$ cat src/rtl/gpio_trig_pkg.sv
package gpio_trig_pkg;

    typedef enum logic [1:0] {
        TRIG_LOW  = 2'b00,
        TRIG_HIGH = 2'b01,
        TRIG_RISE = 2'b10,
        TRIG_FALL = 2'b11
    } trig_t;

endpackage

$ cat src/rtl/pin_sync.sv
module pin_sync #(
    parameter int W = 32
) (
    input  logic         clk,
    input  logic         rst_n,
    input  logic [W-1:0] d_i,
    output logic [W-1:0] q_o
);
    logic [W-1:0] stage1_q;

    always_ff @(posedge clk or negedge rst_n) begin
        if (!rst_n) begin
            stage1_q <= '0;
            q_o      <= '0;
        end else begin
            stage1_q <= d_i;
            q_o      <= stage1_q;
        end
    end
endmodule

$ cat src/rtl/trig_detect.sv
module trig_detect
    import gpio_trig_pkg::*;
(
    input  logic  clk,
    input  logic  rst_n,
    input  logic  sync_i,
    input  trig_t trig_i,
    input  logic  clr_i,
    output logic  stat_o
);
    logic prev_q;
    logic hit;

    always_comb begin
        unique case (trig_i)
            TRIG_LOW:  hit = !sync_i;
            TRIG_HIGH: hit = sync_i;
            TRIG_RISE: hit = sync_i && !prev_q;
            TRIG_FALL: hit = !sync_i && prev_q;
            default:   hit = 1'b0;
        endcase
    end

    always_ff @(posedge clk or negedge rst_n) begin
        if (!rst_n) begin
            prev_q <= 1'b0;
            stat_o <= 1'b0;
        end else begin
            prev_q <= sync_i;
            if (hit)        stat_o <= 1'b1;
            else if (clr_i) stat_o <= 1'b0;
        end
    end

    // a detected condition always leaves the status set, clear or not
    assert_hit_sets_R8: assert property (@(posedge clk) disable iff (!rst_n)
        hit |=> stat_o);
    // a clear with no competing detection sticks
    assert_clear_sticks_R9: assert property (@(posedge clk) disable iff (!rst_n)
        (clr_i && !hit) |=> !stat_o);
    // status never rises without a detection
    assert_no_spurious_R7: assert property (@(posedge clk) disable iff (!rst_n)
        (!stat_o && !hit) |=> !stat_o);
endmodule

$ cat src/rtl/gpio_trig_unit.sv
module gpio_trig_unit
    import gpio_trig_pkg::*;
#(
    parameter int NUM_PINS = 32,
    parameter int NUM_IRQ  = 16,
    parameter int ADDR_W   = 4
) (
    input  logic                clk,
    input  logic                rst_n,
    input  logic                bus_we,
    input  logic [ADDR_W-1:0]   bus_addr,
    input  logic [15:0]         bus_wdata,
    output logic [15:0]         bus_rdata,
    input  logic [NUM_PINS-1:0] pin_in,
    output logic [NUM_PINS-1:0] pin_out,
    output logic [NUM_PINS-1:0] pin_oe,
    output logic [NUM_PINS-1:0] pin_alt,
    output logic                irq
);
    localparam int REG_W       = 16;
    localparam int FLD_W       = 2;
    localparam int GRP         = REG_W / FLD_W;
    localparam int N_DATA      = NUM_PINS / REG_W;
    localparam int N_MODE      = NUM_PINS / GRP;
    localparam int IDX_DATA0   = 0;
    localparam int IDX_MODE0   = IDX_DATA0 + N_DATA;
    localparam int IDX_TYPE_HI = IDX_MODE0 + N_MODE;
    localparam int IDX_TYPE_LO = IDX_TYPE_HI + 1;
    localparam int IDX_STAT    = IDX_TYPE_LO + 1;
    localparam int IDX_MASK    = IDX_STAT + 1;
    localparam int IDX_EN      = IDX_MASK + 1;

    logic [NUM_PINS-1:0]           out_q;
    logic [N_MODE-1:0][REG_W-1:0]  mode_q;
    logic [1:0][REG_W-1:0]         type_q;   // [0]: lines 8-15, [1]: lines 0-7
    logic [NUM_IRQ-1:0]            mask_q;
    logic [NUM_IRQ-1:0]            en_q;
    logic [NUM_IRQ-1:0]            stat;
    logic [NUM_IRQ-1:0]            clr;
    logic [NUM_PINS-1:0]           pin_s;
    logic [NUM_PINS-1:0]           dir;
    logic [NUM_PINS-1:0]           alt;
    logic [NUM_PINS-1:0]           rd_pins;

    pin_sync #(.W(NUM_PINS)) u_sync (
        .clk   (clk),
        .rst_n (rst_n),
        .d_i   (pin_in),
        .q_o   (pin_s)
    );

    for (genvar p = 0; p < NUM_PINS; p++) begin : g_pinmode
        assign dir[p] = mode_q[p / GRP][FLD_W * (p % GRP)];
        assign alt[p] = mode_q[p / GRP][FLD_W * (p % GRP) + 1];
    end

    assign rd_pins = (out_q & dir) | (pin_s & ~dir);
    assign pin_out = out_q;
    assign pin_oe  = dir;
    assign pin_alt = alt;

    assign clr = (bus_we && bus_addr == ADDR_W'(IDX_STAT)) ? bus_wdata[NUM_IRQ-1:0] : '0;

    for (genvar i = 0; i < NUM_IRQ; i++) begin : g_line
        localparam int HALF = (i < GRP) ? 1 : 0;
        localparam int OFS  = FLD_W * (i % GRP);
        trig_detect u_det (
            .clk    (clk),
            .rst_n  (rst_n),
            .sync_i (pin_s[i]),
            .trig_i (trig_t'(type_q[HALF][OFS +: FLD_W])),
            .clr_i  (clr[i]),
            .stat_o (stat[i])
        );
    end

    always_ff @(posedge clk or negedge rst_n) begin
        if (!rst_n) begin
            out_q  <= '0;
            mode_q <= '0;
            type_q <= '0;
            mask_q <= '0;
            en_q   <= '0;
        end else if (bus_we) begin
            for (int k = 0; k < N_DATA; k++) begin
                if (bus_addr == ADDR_W'(IDX_DATA0 + k))
                    out_q[k*REG_W +: REG_W] <= (out_q[k*REG_W +: REG_W] & ~dir[k*REG_W +: REG_W])
                                             | (bus_wdata & dir[k*REG_W +: REG_W]);
            end
            for (int k = 0; k < N_MODE; k++) begin
                if (bus_addr == ADDR_W'(IDX_MODE0 + k))
                    mode_q[k] <= bus_wdata;
            end
            if (bus_addr == ADDR_W'(IDX_TYPE_HI)) type_q[0] <= bus_wdata;
            if (bus_addr == ADDR_W'(IDX_TYPE_LO)) type_q[1] <= bus_wdata;
            if (bus_addr == ADDR_W'(IDX_MASK))    mask_q    <= bus_wdata[NUM_IRQ-1:0];
            if (bus_addr == ADDR_W'(IDX_EN))      en_q      <= bus_wdata[NUM_IRQ-1:0];
        end
    end

    always_ff @(posedge clk or negedge rst_n) begin
        if (!rst_n) irq <= 1'b0;
        else        irq <= |(stat & mask_q & en_q);
    end

    always_comb begin
        bus_rdata = '0;
        for (int k = 0; k < N_DATA; k++)
            if (bus_addr == ADDR_W'(IDX_DATA0 + k)) bus_rdata = rd_pins[k*REG_W +: REG_W];
        for (int k = 0; k < N_MODE; k++)
            if (bus_addr == ADDR_W'(IDX_MODE0 + k)) bus_rdata = mode_q[k];
        if (bus_addr == ADDR_W'(IDX_TYPE_HI)) bus_rdata = type_q[0];
        if (bus_addr == ADDR_W'(IDX_TYPE_LO)) bus_rdata = type_q[1];
        if (bus_addr == ADDR_W'(IDX_STAT))    bus_rdata = REG_W'(stat);
        if (bus_addr == ADDR_W'(IDX_MASK))    bus_rdata = REG_W'(mask_q);
        if (bus_addr == ADDR_W'(IDX_EN))      bus_rdata = REG_W'(en_q);
    end

    // direction outputs move only on a bus write
    assert_oe_hold_R4: assert property (@(posedge clk) disable iff (!rst_n)
        !bus_we |=> $stable(pin_oe));
    // a request needs some mask and some enable bit set one cycle earlier
    assert_irq_gated_R10: assert property (@(posedge clk) disable iff (!rst_n)
        irq |-> $past(mask_q != '0 && en_q != '0));
    // a request implies pending status one cycle earlier
    assert_irq_cause_R10: assert property (@(posedge clk) disable iff (!rst_n)
        irq |-> $past(stat != '0));
endmodule

$ cat config.mk
export PLATFORM = sky130hd
export DESIGN_NAME = gpio_trig_unit
export DESIGN_NICKNAME = d
export VERILOG_FILES = /design/src/rtl/gpio_trig_pkg.sv /design/src/rtl/pin_sync.sv /design/src/rtl/trig_detect.sv /design/src/rtl/gpio_trig_unit.sv
export SDC_FILE = /design/constraint.sdc
export NUM_CORES = 1
export LEC_CHECK = 0
export ABC_AREA = 0
export BUFFER_PORTS_ARGS = -buffer_cell sky130_fd_sc_hd__buf_2
export CAP_MARGIN = 5
export CORE_AREA = 2 2 165 167
export CTS_BUF_LIST = sky130_fd_sc_hd__clkbuf_8
export CTS_CLUSTER_SIZE = 8
export DETAILED_ROUTE_END_ITERATION = 6
export DIE_AREA = 0 0 167 169
export GPL_TIMING_DRIVEN = 0
export PLACE_DENSITY = 0.67
export SYNTH_ARGS = -nofsm -noshare
export SYNTH_HDL_FRONTEND = slang
export SYNTH_SLANG_ARGS = --single-unit
$ cat constraint.sdc
create_clock -name clk -period 1.52 [get_ports clk]
set_input_delay 0.152 -clock clk [delete_from_list [all_inputs] [get_ports clk]]
set_output_delay 0.152 -clock clk [all_outputs]
set_load 0.005 [all_outputs]
==> flow_summary.json <==
{
  "dieArea_um2": 28200,
  "fp-row-count": 60,
  "wl_per_cell_um": 22.9,
  "grt_use_total_pct": 25.8,
  "coreArea_um2": 26500,
  "hold_class": "in2async",
  "numPortBuffers": 165,
  "ys_warn_count": 0,
  "reg2reg_slack_ns": 0.12,
  "synth-seq-area-share_pct": 55.0,
  "path_cells": "mux2i_1 > o32ai_1 > o221ai_1 > a22oi_2 > buf_2",
  "slew_headroom_pct": 44.8,
  "final_nets": 1294,
  "post_route_cells_drive_above_1_share_pct": 36.4,
  "ios": 168,
  "setup_viol": 16,
  "grt_max_degree": 122,
  "dr.first_iter.drc_count": 716,
  "route.detailed.drc": 0,
  "crit_required_ns": 1.37,
  "layout_commonest_cell": "dfrtp_1",
  "ys_ff_latch": 257,
  "max_stage_delay_ns": 0.45,
  "die-width_um": 167,
  "cts_buffer_depth": 3,
  "dr.pass1.iters": 5,
  "cts.reportedPaths.clkPinSlew_ns": 0.06,
  "max_freq_ghz": 0.453,
  "powerDensity_nw_per_um2": 1270,
  "post-route-period-util_pct": 145,
  "clk_latency_ns": 0.56,
  "violations": "negative setup slack",
  "cts_sinks": 257,
  "cap_viol_max_count": 0,
  "crit_path_top_delay_cell": "dfrtp_2",
  "fillers": 2246,
  "area_delta_synth_final_pct": 27.7,
  "rsz0062_at_grt": "true",
  "hold_viol": 0,
  "p_leak_nw": 6.75,
  "start_util_pct": 44.1,
  "ys_types": 54,
  "yosys_most_used_dff": "dfrtp_1",
  "worst_pin_slew_ns": 0.828,
  "cts_tree": "built",
  "synthArstFlopShare_pct": 100,
  "placed_area_um2": 13000,
  "timing.critical_path.buf_inv": 1,
  "drv_slew": 0,
  "power_w": 0.0190,
  "antenna_found_initial": 0,
  "wl_um": 36800,
  "syn_area_um2": 11700,
  "die_h_um": 169,
  "grt_pass1_vias": 9163,
  "synth_nets": 1008,
  "status": "finished, violations left",
  "detailed_place_hpwl_um": 25800,
  "h-tree-depth": 2,
  "synth_area_per_cell_um2": 12.3,
  "layout_common_cells": "dfrtp_1, buf_2, mux2_1, nand2_1, mux2_2",
  "setup_tns_ns": -9.91,
  "drt.antenna.violating_nets": 0,
  "cp_top_family": "compound AO/OA/AOI/OAI gates",
  "grt_pass1_wl_um": 55300,
  "cts_inserted_buffers": 42,
  "critical_path_arrival_ns": 2.05,
  "antenna_cells": 0,
  "critPathLaunchType": "register",
  "ir_drop_uv": 782,
  "routabilityCongestion": 0.900,
  "crit_type": "reg2out",
  "vias": 9143,
  "syn_inst": 953,
  "skew_ns": 0.0124,
  "design_area_um2": 14900,
  "critical_path.endpoint_type": "primary output",
  "root_buffer": "clkbuf_8",
  "synth_edf_count": 0,
  "routed_via_density": 5.68,
  "final_core_util_pct": 56.3,
  "worst_slack_ns": -0.685,
  "cp_max_fo": 5,
  "overflow": 0,
  "period_needed_ns": 2.21
}
[routing by layer]
layer | vias up | GRT usage [%] | share of wire (%)
met4 | 0 | 8.96 | 2.9
met3 | 81 | 5.85 | 8.4
met1 | 4597 | 35.1 | 43
met2 | 392 | 40.9 | 46
met5 | - | 0 | 0
li1 | 4073 | - | -
[report_power, final]
group / leakage [nW] / switching (W) / internal, W
combinational: 3.23 / 0.00193 / 0.00218
sequential: 3.04 / 0.00126 / 0.00797
clock: 0.472 / 0.00276 / 0.00288
[cell usage after synthesis, drive strengths merged, types with 15 or more instances]
cell	n	area, um^2
buf	35	218
o21ai	37	185
mux2i	56	561
o2bb2ai	22	193
o221ai	24	210
a22oi	16	120
clkbuf	33	124
a221o	16	160
inv	31	116
nor2b	15	93.8
mux2	171	1930
dfrtp	257	6430
nand2	71	267
nor2	26	110
nand3	36	200
[area by class of cell]
type | instances | area [um^2] | share of cell area, %
sequential | 257 | 6470 | 43.4
tap | 341 | 427 | 2.86
inverter | 31 | 120 | 0.805
clock buffer | 48 | 661 | 4.43
buffer | 68 | 373 | 2.50
clock inverter | 25 | 108 | 0.721
timing repair buffer | 242 | 1580 | 10.6
multi-input combinational | 597 | 5180 | 34.7
[worst paths after layout]
check	startpoint	endpoint	cells after the start
worst max-delay path	pin_oe[13]	bus_rdata[13]	5
worst min-delay path	rst_n	u_sync.stage1_q[11]	2
worst max register to register	g_line[0].u_det.stat_o	irq	3
worst min register to register	u_sync.stage1_q[26]	u_sync.q_o[26]	0
max in group asynchronous	rst_n	pin_oe[15]	3
min in group clk	bus_we	pin_alt[7]	3
[cells by family (layout without fill, tap and decap cells)]
logic type,after synthesis,in the layout,share of synthesized area [%]
flops,257,257,55.0
buf+inv,99,414,3.92
compound gates,173,173,11.1
simple gates,196,196,8.58
xor+xnor,1,1,0.0750
mux,227,227,21.3
[metrics by stage]
stage	hold slack (ns)	worst slack [ns]	std cells
2_1_floorplan	-0.144	0.0101	953
3_3_place_gp	0.260	-4.38	1459
3_5_place_dp	0.0848	-0.933	1461
4_1_cts	0.104	-0.721	1603
5_1_grt	0.130	-0.758	1609
6_report	0.0945	-0.685	1609
[repair_timing]
item / 4_1_cts / 5_1_grt
gates resized for setup: 92 / 48
buffers inserted: 20 / 6
hold buffers: 49 / 0
endpoints found under the setup margin: 16 / 26
pin swaps: 35 / 13
endpoints found under the hold margin: 185 / 0
No activity file was read; power rests on OpenSTA's default activity.
